--- config.mk ---
export PLATFORM = sky130hd
export DESIGN_NAME = flp_ctrl
export DESIGN_NICKNAME = d
export VERILOG_FILES = /design/src/rtl/flp_pkg.sv /design/src/rtl/flp_seq.sv /design/src/rtl/flp_array.sv /design/src/rtl/flp_lockbits.sv /design/src/rtl/flp_ctrl.sv
export SDC_FILE = /design/constraint.sdc
export NUM_CORES = 1
export LEC_CHECK = 0
export BUFFER_PORTS_ARGS = -buffer_cell sky130_fd_sc_hd__buf_2
export CAP_MARGIN = 20
export CORE_MARGIN = 1
export CORE_UTILIZATION = 50
export DETAILED_ROUTE_END_ITERATION = 12
export HOLD_SLACK_MARGIN = 0.05
export PLACE_DENSITY = 0.67
export SYNTH_ARGS = -nofsm -noshare
export SYNTH_HDL_FRONTEND = slang
export SYNTH_HIERARCHICAL = 1
export SYNTH_SLANG_ARGS = --single-unit
--- constraint.sdc ---
create_clock -name clk -period 3.35 [get_ports clk]
set_input_delay 0.335 -clock clk [delete_from_list [all_inputs] [get_ports clk]]
set_output_delay 0.335 -clock clk [all_outputs]
set_load 0.03 [all_outputs]
--- src/rtl/flp_pkg.sv ---
package flp_pkg;
  typedef enum logic [2:0] {
    OP_PROG      = 3'd0,
    OP_ERASE     = 3'd1,
    OP_ERASE_ALL = 3'd2,
    OP_LOCK      = 3'd3,
    OP_RDLOCK    = 3'd4,
    OP_BYPASS    = 3'd5,
    OP_RSV6      = 3'd6,
    OP_RSV7      = 3'd7
  } flp_op_e;
endpackage

--- src/rtl/flp_seq.sv ---
module flp_seq
  import flp_pkg::*;
#(
  parameter int NB        = 4,
  parameter int BLK_W     = 2,
  parameter int WRD_W     = 2,
  parameter int DATA_W    = 8,
  parameter int OP_CYCLES = 4
) (
  input  logic              clk,
  input  logic              rst_n,
  input  logic              abort_i,
  input  logic              cmd_valid,
  input  logic [2:0]        cmd_op,
  input  logic [BLK_W-1:0]  cmd_blk,
  input  logic [WRD_W-1:0]  cmd_word,
  input  logic [DATA_W-1:0] cmd_data,
  input  logic [NB-1:0]     lock_vec,
  output logic              cmd_ready,
  output logic              busy,
  output logic              err_locked,
  output logic              rsp_valid,
  output logic              rsp_lock,
  output logic              bypass,
  output logic              commit,
  output logic              kill,
  output flp_op_e           op_q,
  output logic [NB-1:0]     mask_q,
  output logic [WRD_W-1:0]  word_q,
  output logic [DATA_W-1:0] data_q
);
  localparam int CW = (OP_CYCLES < 2) ? 1 : $clog2(OP_CYCLES);
  localparam logic [CW-1:0] CNT_LAST = CW'(OP_CYCLES - 1);

  logic [CW-1:0] cnt_q;
  logic          rej_q;
  flp_op_e       op_d;
  logic [NB-1:0] onehot;
  logic          blocked;
  logic          runs;
  logic          accept;

  assign op_d    = flp_op_e'(cmd_op);
  assign onehot  = NB'(1) << cmd_blk;
  assign accept  = cmd_valid && !busy;
  assign blocked = ((op_d == OP_PROG) || (op_d == OP_ERASE)) &&
                   !lock_vec[cmd_blk] && !bypass;
  assign runs    = (op_d == OP_PROG) || (op_d == OP_ERASE) ||
                   (op_d == OP_ERASE_ALL) || (op_d == OP_LOCK);

  assign cmd_ready = !busy;
  assign commit    = busy && (cnt_q == '0) && !rej_q && !abort_i;
  assign kill      = abort_i && busy && !rej_q &&
                     ((op_q == OP_PROG) || (op_q == OP_ERASE) ||
                      (op_q == OP_ERASE_ALL));

  always_ff @(posedge clk or negedge rst_n) begin
    if (!rst_n) begin
      busy       <= 1'b0;
      cnt_q      <= '0;
      rej_q      <= 1'b0;
      err_locked <= 1'b0;
      rsp_valid  <= 1'b0;
      rsp_lock   <= 1'b0;
      bypass     <= 1'b0;
      op_q       <= OP_RSV7;
      mask_q     <= '0;
      word_q     <= '0;
      data_q     <= '0;
    end else if (abort_i) begin
      busy       <= 1'b0;
      cnt_q      <= '0;
      rej_q      <= 1'b0;
      err_locked <= 1'b0;
      rsp_valid  <= 1'b0;
      bypass     <= 1'b0;
      mask_q     <= '0;
    end else begin
      rsp_valid <= 1'b0;
      if (busy) begin
        if (cnt_q == '0) busy <= 1'b0;
        else             cnt_q <= cnt_q - 1'b1;
      end else if (accept) begin
        op_q       <= op_d;
        word_q     <= cmd_word;
        data_q     <= cmd_data;
        err_locked <= blocked;
        rej_q      <= blocked;
        busy       <= runs;
        cnt_q      <= blocked ? '0 : CNT_LAST;
        if (op_d == OP_ERASE_ALL) mask_q <= bypass ? '1 : lock_vec;
        else                      mask_q <= onehot;
        if (op_d == OP_RDLOCK) begin
          rsp_valid <= 1'b1;
          rsp_lock  <= lock_vec[cmd_blk];
        end
        if (op_d == OP_BYPASS) bypass <= cmd_data[0];
      end
    end
  end
endmodule

--- src/rtl/flp_array.sv ---
module flp_array
  import flp_pkg::*;
#(
  parameter int NB     = 4,
  parameter int WPB    = 4,
  parameter int BLK_W  = 2,
  parameter int WRD_W  = 2,
  parameter int DATA_W = 8
) (
  input  logic              clk,
  input  logic              rst_n,
  input  logic              commit,
  input  logic              kill,
  input  flp_op_e           op_q,
  input  logic [NB-1:0]     mask_q,
  input  logic [WRD_W-1:0]  word_q,
  input  logic [DATA_W-1:0] data_q,
  input  logic [BLK_W-1:0]  rd_blk,
  input  logic [WRD_W-1:0]  rd_word,
  output logic [DATA_W-1:0] rd_data,
  output logic [NB-1:0]     blk_invalid
);
  logic [WPB-1:0][DATA_W-1:0] bank [NB];

  for (genvar gi = 0; gi < NB; gi++) begin : g_blk
    logic [WPB-1:0][DATA_W-1:0] words_q;
    logic                       inv_q;

    always_ff @(posedge clk or negedge rst_n) begin
      if (!rst_n) begin
        words_q <= '1;
        inv_q   <= 1'b0;
      end else if (kill && mask_q[gi]) begin
        inv_q <= 1'b1;
      end else if (commit && mask_q[gi]) begin
        case (op_q)
          OP_PROG: words_q[word_q] <= words_q[word_q] & data_q;
          OP_ERASE, OP_ERASE_ALL: begin
            words_q <= '1;
            inv_q   <= 1'b0;
          end
          default: ;
        endcase
      end
    end

    assign bank[gi]        = words_q;
    assign blk_invalid[gi] = inv_q;
  end

  assign rd_data = bank[rd_blk][rd_word];
endmodule

--- src/rtl/flp_lockbits.sv ---
module flp_lockbits
  import flp_pkg::*;
#(
  parameter int NB = 4
) (
  input  logic          clk,
  input  logic          rst_n,
  input  logic          commit,
  input  flp_op_e       op_q,
  input  logic [NB-1:0] mask_q,
  output logic [NB-1:0] lock_vec
);
  for (genvar gi = 0; gi < NB; gi++) begin : g_lk
    logic lk_q;
    always_ff @(posedge clk or negedge rst_n) begin
      if (!rst_n) begin
        lk_q <= 1'b1;
      end else if (commit && mask_q[gi]) begin
        if (op_q == OP_LOCK)                              lk_q <= 1'b0;
        else if (op_q == OP_ERASE || op_q == OP_ERASE_ALL) lk_q <= 1'b1;
      end
    end
    assign lock_vec[gi] = lk_q;
  end
endmodule

--- src/rtl/flp_ctrl.sv ---
module flp_ctrl
  import flp_pkg::*;
#(
  parameter int NB        = 4,
  parameter int WPB       = 4,
  parameter int DATA_W    = 8,
  parameter int OP_CYCLES = 4,
  localparam int BLK_W    = (NB  < 2) ? 1 : $clog2(NB),
  localparam int WRD_W    = (WPB < 2) ? 1 : $clog2(WPB)
) (
  input  logic              clk,
  input  logic              rst_n,
  input  logic              abort_i,
  input  logic              cmd_valid,
  output logic              cmd_ready,
  input  logic [2:0]        cmd_op,
  input  logic [BLK_W-1:0]  cmd_blk,
  input  logic [WRD_W-1:0]  cmd_word,
  input  logic [DATA_W-1:0] cmd_data,
  output logic              busy,
  output logic              err_locked,
  output logic              rsp_valid,
  output logic              rsp_lock,
  output logic              bypass_o,
  input  logic [BLK_W-1:0]  rd_blk,
  input  logic [WRD_W-1:0]  rd_word,
  output logic [DATA_W-1:0] rd_data,
  output logic [NB-1:0]     blk_invalid
);
  logic [NB-1:0]     lock_vec;
  logic              commit;
  logic              kill;
  flp_op_e           op_q;
  logic [NB-1:0]     mask_q;
  logic [WRD_W-1:0]  word_q;
  logic [DATA_W-1:0] data_q;

  flp_seq #(
    .NB(NB), .BLK_W(BLK_W), .WRD_W(WRD_W), .DATA_W(DATA_W), .OP_CYCLES(OP_CYCLES)
  ) u_seq (
    .clk(clk), .rst_n(rst_n), .abort_i(abort_i),
    .cmd_valid(cmd_valid), .cmd_op(cmd_op), .cmd_blk(cmd_blk),
    .cmd_word(cmd_word), .cmd_data(cmd_data), .lock_vec(lock_vec),
    .cmd_ready(cmd_ready), .busy(busy), .err_locked(err_locked),
    .rsp_valid(rsp_valid), .rsp_lock(rsp_lock), .bypass(bypass_o),
    .commit(commit), .kill(kill), .op_q(op_q), .mask_q(mask_q),
    .word_q(word_q), .data_q(data_q)
  );

  flp_array #(
    .NB(NB), .WPB(WPB), .BLK_W(BLK_W), .WRD_W(WRD_W), .DATA_W(DATA_W)
  ) u_array (
    .clk(clk), .rst_n(rst_n), .commit(commit), .kill(kill), .op_q(op_q),
    .mask_q(mask_q), .word_q(word_q), .data_q(data_q),
    .rd_blk(rd_blk), .rd_word(rd_word), .rd_data(rd_data),
    .blk_invalid(blk_invalid)
  );

  flp_lockbits #(.NB(NB)) u_lock (
    .clk(clk), .rst_n(rst_n), .commit(commit), .op_q(op_q),
    .mask_q(mask_q), .lock_vec(lock_vec)
  );
endmodule

### Word level (Yosys, flattened, before mapping)

Cells that the tools add are included.

* flip-flop bits (word level): 160
* bits of input ports: 23
* logic and storage cells: 186

* $add $sub $neg: 1
* $lt $le $gt $ge: 5
* equality and inequality tests: 10
* shift operators: 1
* multiplexer cells: 61
* bitwise logic cells: 11
* reductions and logical operators: 63

Operators with widths (count)
* $pmux W32 S2: 4
* $bwmux W32: 4
* $bmux W8 S2: 5
* $bmux W32 S2: 1
* $mux W32: 2
* $mux W8: 6
* $and A8 B8 Y8: 4
* $mux W1: 27
* $reduce_bool A2 Y1: 12
* $mux W4: 5
* $reduce_and A2 Y1: 10
* $logic_and A1 B1 Y1: 18
* $reduce_and A3 Y1: 6
* $demux W8 S2: 1
* $eq A3 B2 Y1 const B: 4
* $mux W2: 5
* $lt A2 B3 Y1 const B: 3
* $eq A3 B1 Y1 const B: 2
* $eq A3 B3 Y1 const B: 2
* $logic_not A3 Y1: 2
* $logic_or A1 B1 Y1: 6
* $not A1 Y1: 6
* $logic_not A1 Y1: 5
* $reduce_and A4 Y1: 1
* 11 further kinds: 11

### Longest topological paths before layout

* depth after elaboration: 9
* gate-level depth with buffers: 8
* gate-level depth less buffers: 7

### Cells and area by module

Netlist, hierarchy kept.

Modules (own cells, without submodules)
* flp_array: times used 1, cells an instance 505, area each 7204.4 sq um, seq. area each 3463.3 sq um
* flp_seq: times used 1, cells an instance 92, area each 1117.3 sq um, seq. area each 604.3 sq um
* flp_lockbits: times used 1, cells an instance 20, area each 225.2 sq um, seq. area each 105.1 sq um

### Worst setup path before layout

No wires, ideal clock.

* path kind: register to register
* start point: reg u_seq.busy
* end point: reg u_array.g_blk[2].words_q (netlist bit u_array/bank[56])
* setup time: 0.082 ns
* arrival time: 2.659 ns
* required time: 3.268 ns
* slack: 0.609 ns
* stages on the path, launching flop included: 7
* clock period less this slack: 2.741 ns
* cell sequence: dfrtp_1 > inv_1 > nor4b_1 > nor2b_1 > nand3_1 > a21oi_2 > mux2_2

* elaborated cells on any way between the ends: 10
* classes of those cells: bitwise (1); reduce/logical (9)

RTL lines
* start, declared: RTL line flp_seq.sv:20 `output logic busy,`
* start signal, assigned: RTL line flp_seq.sv:89 `busy <= runs;`
* $logic_and A1 B1 Y1 (3 in a row): RTL line flp_seq.sv:52 `assign commit = busy && (cnt_q == '0) && !rej_q && !abort_i;`
* named net commit: RTL line flp_ctrl.sv:31 `logic commit;`
* $logic_and A1 B1 Y1: RTL line flp_array.sv:35 `end else if (commit && mask_q[gi]) begin`
* $reduce_and A3 Y1 (no source line)
* end signal, assigned by index: RTL line flp_array.sv:37 `OP_PROG: words_q[word_q] <= words_q[word_q] & data_q;`
* end, declared: RTL line flp_array.sv:26 `logic [WPB-1:0][DATA_W-1:0] words_q;`

The timed path passes the listed nets, and every way through them passes these cells.
A chain may end at the register's enable or synchronous reset.

### Final worst setup path

* start point: reg u_seq.cnt_q[1]
* end point: reg u_array.g_blk[0].words_q (netlist bit u_array/bank[114])

* cells in the longest elaborated chain, start to end: 6

Ends and longest elaborated chain
* start, declared: RTL line flp_seq.sv:35 `logic [CW-1:0] cnt_q;`
* start signal, assigned: RTL line flp_seq.sv:82 `else cnt_q <= cnt_q - 1'b1;`
* start signal, assigned: RTL line flp_seq.sv:90 `cnt_q <= blocked ? '0 : CNT_LAST;`
* $logic_not A2 Y1: RTL line flp_seq.sv:52
* $logic_and A1 B1 Y1 (3 in a row): RTL line flp_seq.sv:52
* named net commit: RTL line flp_ctrl.sv:31
* $logic_and A1 B1 Y1: RTL line flp_array.sv:35
* $reduce_and A3 Y1 (no source line)
* end signal, assigned by index: RTL line flp_array.sv:37
* end, declared: RTL line flp_array.sv:26

The timed path passes the listed nets, and every way through them passes these cells.

==> summary.txt <==
Setup path
  – CP most frequent cell: buf_4
  – Reg2reg end: u_array/bank[114]$_DFFE_PN1P_
  – WS Path Type: register to register
  – Launch point of the worst reg-to-reg path: u_seq/cnt_q[1]$_DFFE_PN0P_
  – CP endpoint kind: register
  – Worst Reg-to-Reg Cells: 9
  – Worst path depth: 9
  – Startpoint types: register
  – Critical path startpoint: u_seq/cnt_q[1]$_DFFE_PN0P_
  – Worst Path Required: 3.69 ns
  – CP max stage delay: 0.46 ns
  – Delay-heaviest family, CP: simple AND/OR/NAND/NOR gates
  – Critical path arrival: 3.12 ns
  – Worst-path maximum fanout: 6
  – Crit-path cells: inv_1, ha_1, nor4b_1, buf_4, nor2b_1, nand3_1, nor2_2, buf_4, mux2_2
  – R2r setup slk: 0.57 ns
  – Crit path capture: u_array/bank[114]$_DFFE_PN1P_
  – Buf/Inv on CP: 3
  – Worst path slowest cell: nor2_2

GRT
  – Global Route Usage Sum: 25.8%
  – Largest net degree at the start of global routing: 117
  – First-pass GRT wire length: 33900 um
  – Initial antenna violation count: 0
  – GR Overflow Total: 0
  – Vias in the first global route: 5925

Drt
  – Drt drc: 0
  – DRT iter0 DRCs: 403
  – Pre-antenna DRT Iters: 5
  – Routed len/inst: 24.0 um
  – Total vias in the final route: 5694
  – Routed vias/inst: 6.33
  – WL final: 21600 um
  – Final ANT Viol Nets: 0

Clocking
  – Reg clk slew, reported paths: 0.07 ns
  – CTS sink cnt: 160
  – CTS Buf Count: 17
  – Post-CTS Setup Inserts: 0
  – CTS Root Cell: clkbuf_16
  – Number of hold buffers added after CTS: 0
  – Clock latency on the worst-skew pair: 0.43 ns
  – Clock Path Buffers: 2
  – # H-tree levels: 4
  – CTS tree: yes
  – CTS resizes: 0

Finish
  – Syn-to-layout area delta: 13.3%
  – Final cell count without fillers: 899
  – Nets: 690
  – Share of post-route cells with drive strength above 1: 62.6%
  – Diode count: 0

Placement
  – Routability cong.: 0.880
  – Dpl cells: 865
  – Port Buffers: 40
  – Dpl ws: 0.618 ns
  – HPWL after DPL: 14500 um

Timing
  – Worst rel slew slack: 44.3%
  – Period utilization: 83.0%
  – Tmin final: 2.78 ns
  – Fin. max-slew vios: 0
  – Setup Skew: 0.0111 ns
  – Setup TNS: 0 ns
  – Endpoints failing setup: 0
  – Hold Violations, Final: 0
  – Worst Hold Slack: 0.138 ns
  – PnR worst setup slack: 0.569 ns
  – Worst-Margin Slew: 0.836 ns
  – Maximum clock frequency: 360 MHz
  – RSZ-0062 raised after global routing: false

Power and ir drop
  – Max VDD drop: 0.353 mV
  – Register share of total power: 44.4%
  – Share of total power in the clock network: 38.6%
  – Cell-internal power: 3.67 mW
  – Sw Pwr: 1.45 mW
  – Power density over the cells: 529 nW/um^2
  – Switching share of total power: 28.4%
  – Combinational group share of total power: 17.0%
  – Leakage Power: 3.98 nW

Hold path
  – Hold Crit Class: input port to register

Yosys
  – Cell taking the most area after synthesis: dfstp_2
  – Number of synthesized register bits: 160
  – Post-synthesis area per instance: 13.9 um^2
  – Syn Inst Count: 617
  – Mapped Area: 8550 um^2
  – Yosys top cell area share: 41.5%
  – Post-Syn Nets: 641
  – Number of synthesis warnings: 6
  – Seq/Total Area, Yosys: 48.8%
  – Count of distinct cell types in the synthesized netlist: 46
  – Synth top area cells: dfstp_2 (42%), mux2_2 (19%), mux4_2 (8.7%), mux2i_1 (7.7%), dfrtp_1 (7.3%)

Die
  – I/O pin count: 41
  – Core Region: 16600 um^2
  – Initial core utilization: 51.4%
  – Die area: 17600 um^2
  – Row count: 47
  – Die Width: 133 um
  – Die Height: 133 um

Outcome
  – Status: complete, no violations

Job
  – Max-cap violations: 0
-- how the worst min path moves through the flow --
stage | from | end | depth (start not counted)
CTS | rst_n | u_seq/data_q[1]$_DFFE_PN0P_ | 1
finish | cmd_word[1] | u_seq/word_q[1]$_DFFE_PN0P_ | 2
global placement | u_seq/rsp_lock$_DFFE_PN0P_ | u_seq/rsp_lock$_DFFE_PN0P_ | 1
floorplan | rst_n | u_array/g_blk[0].inv_q$_DFFE_PN0P_ | 0
global route | cmd_data[2] | u_seq/data_q[2]$_DFFE_PN0P_ | 2
detailed placement | u_array/g_blk[2].inv_q$_DFFE_PN0P_ | u_array/g_blk[2].inv_q$_DFFE_PN0P_ | 1
-- stage by stage --
stage	total power, mW	instance area (um^2)	util (%)
3_3_place_gp	3.12	9050	54.4
6_report	5.12	9680	58.2
3_5_place_dp	3.16	9050	54.4
4_1_cts	5.14	9640	57.9
5_1_grt	5.32	9680	58.2
2_1_floorplan	2.89	8550	-
-- power by group through the flow --
| stage | clock [mW] | combinational, mW | sequential (mW) |
|---|---|---|---|
| final | 1.97 | 0.871 | 2.28 |
| after global routing | 2.09 | 0.937 | 2.30 |
| after CTS | 2.01 | 0.859 | 2.27 |
| after detailed placement | 0 | 0.855 | 2.30 |
| after global placement | 0 | 0.827 | 2.30 |
| after floorplan | 0 | 0.666 | 2.22 |
-- cells in the mapped netlist, drive strengths merged --
cell	n
o31ai	1
or2	2
dfstp	135
nand2	22
nand3	9
a31oi	9
a211oi	1
or3b	1
nor3	2
o311ai	2
nand2b	14
and2	2
inv	6
mux2i	66
xor2	1
a21oi	9
a311oi	1
o221ai	32
ha	1
mux4	33
nand4b	1
nor4b	1
mux2	142
clkbuf	9
o21ai	5
and4bb	1
a2111oi	1
nor2	23
nor2b	7
a22oi	16
xnor2	1
o21a	1
dfrtp	25
a22o	4
or4	1
buf	29
nand3b	1
-- worst reg2reg max path, stage by stage, from the launching register on --
cell and delay [ns]:
dfrtp_1 0.36, inv_1 0.09, ha_1 0.21, nor4b_1 0.27, buf_4 0.20, nor2b_1 0.24, nand3_1 0.25, nor2_2 0.46
buf_4 0.26, mux2_2 0.35
-- area by class of cell --
cell class / count / area, um^2
Clock buffer: 23 / 458
Clock inverter: 9 / 134
Fill cell: 1271 / 6960
Inverter: 6 / 22.5
Multi-Input combinational cell: 413 / 4150
Sequential cell: 160 / 4180
Tap cell: 220 / 275
Timing Repair Buffer: 68 / 464
-- per-layer routing --
| layer | routed length, um | part of all wire, % | GRT usage, % |
|---|---|---|---|
| met5 | 0 | 0 | 0 |
| met4 | 508 | 2.4 | 9.32 |
| met3 | 1190 | 5.5 | 6.13 |
| met2 | 10400 | 48 | 40.3 |
| met1 | 9520 | 44 | 35.0 |
-- sequential cells by signal (all words and copies together), names as in the netlist --
signal / cells
u_array/bank: 128
u_array/g_blk.inv_q: 4
u_lock/g_lk.lk_q: 4
u_seq/busy: 1
u_seq/bypass: 1
u_seq/cnt_q: 2
u_seq/data_q: 8
u_seq/err_locked: 1
u_seq/mask_q: 4
u_seq/op_q: 3
u_seq/rsp_lock: 1
u_seq/rsp_valid: 1
u_seq/word_q: 2
-- cells by family (layout without fill, tap and decap cells) --
kind of cell / after synthesis / count (layout) / share of synthesized area (%)
AO/OA/AOI/OAI: 82 / 82 / 7.45
AND/OR/NAND/NOR: 87 / 87 / 5.62
XOR/XNOR: 2 / 2 / 0.205
flip-flops: 160 / 160 / 48.8
adder cells (fa/ha/maj): 1 / 1 / 0.146
multiplexers: 241 / 241 / 35.1
buffers and inverters: 44 / 106 / 2.62
-- placed cells by master, fill, tap and decap left out, drive strengths merged, types with 2 or more instances in the layout --
cell    count
clkbuf     23
mux2i      66
clkinv      4
mux2      142
nor3        2
nand3       9
dfstp     135
a22o        4
bufinv      3
a22oi      16
buf        67
inv         7
or2         2
a21oi       9
o221ai     32
nor2       23
nor2b       7
mux4       33
a31oi       9
nand2      22
and2        2
nand2b     14
o21ai       5
o311ai      2
dfrtp      25
(Power assumes the default switching activity.)
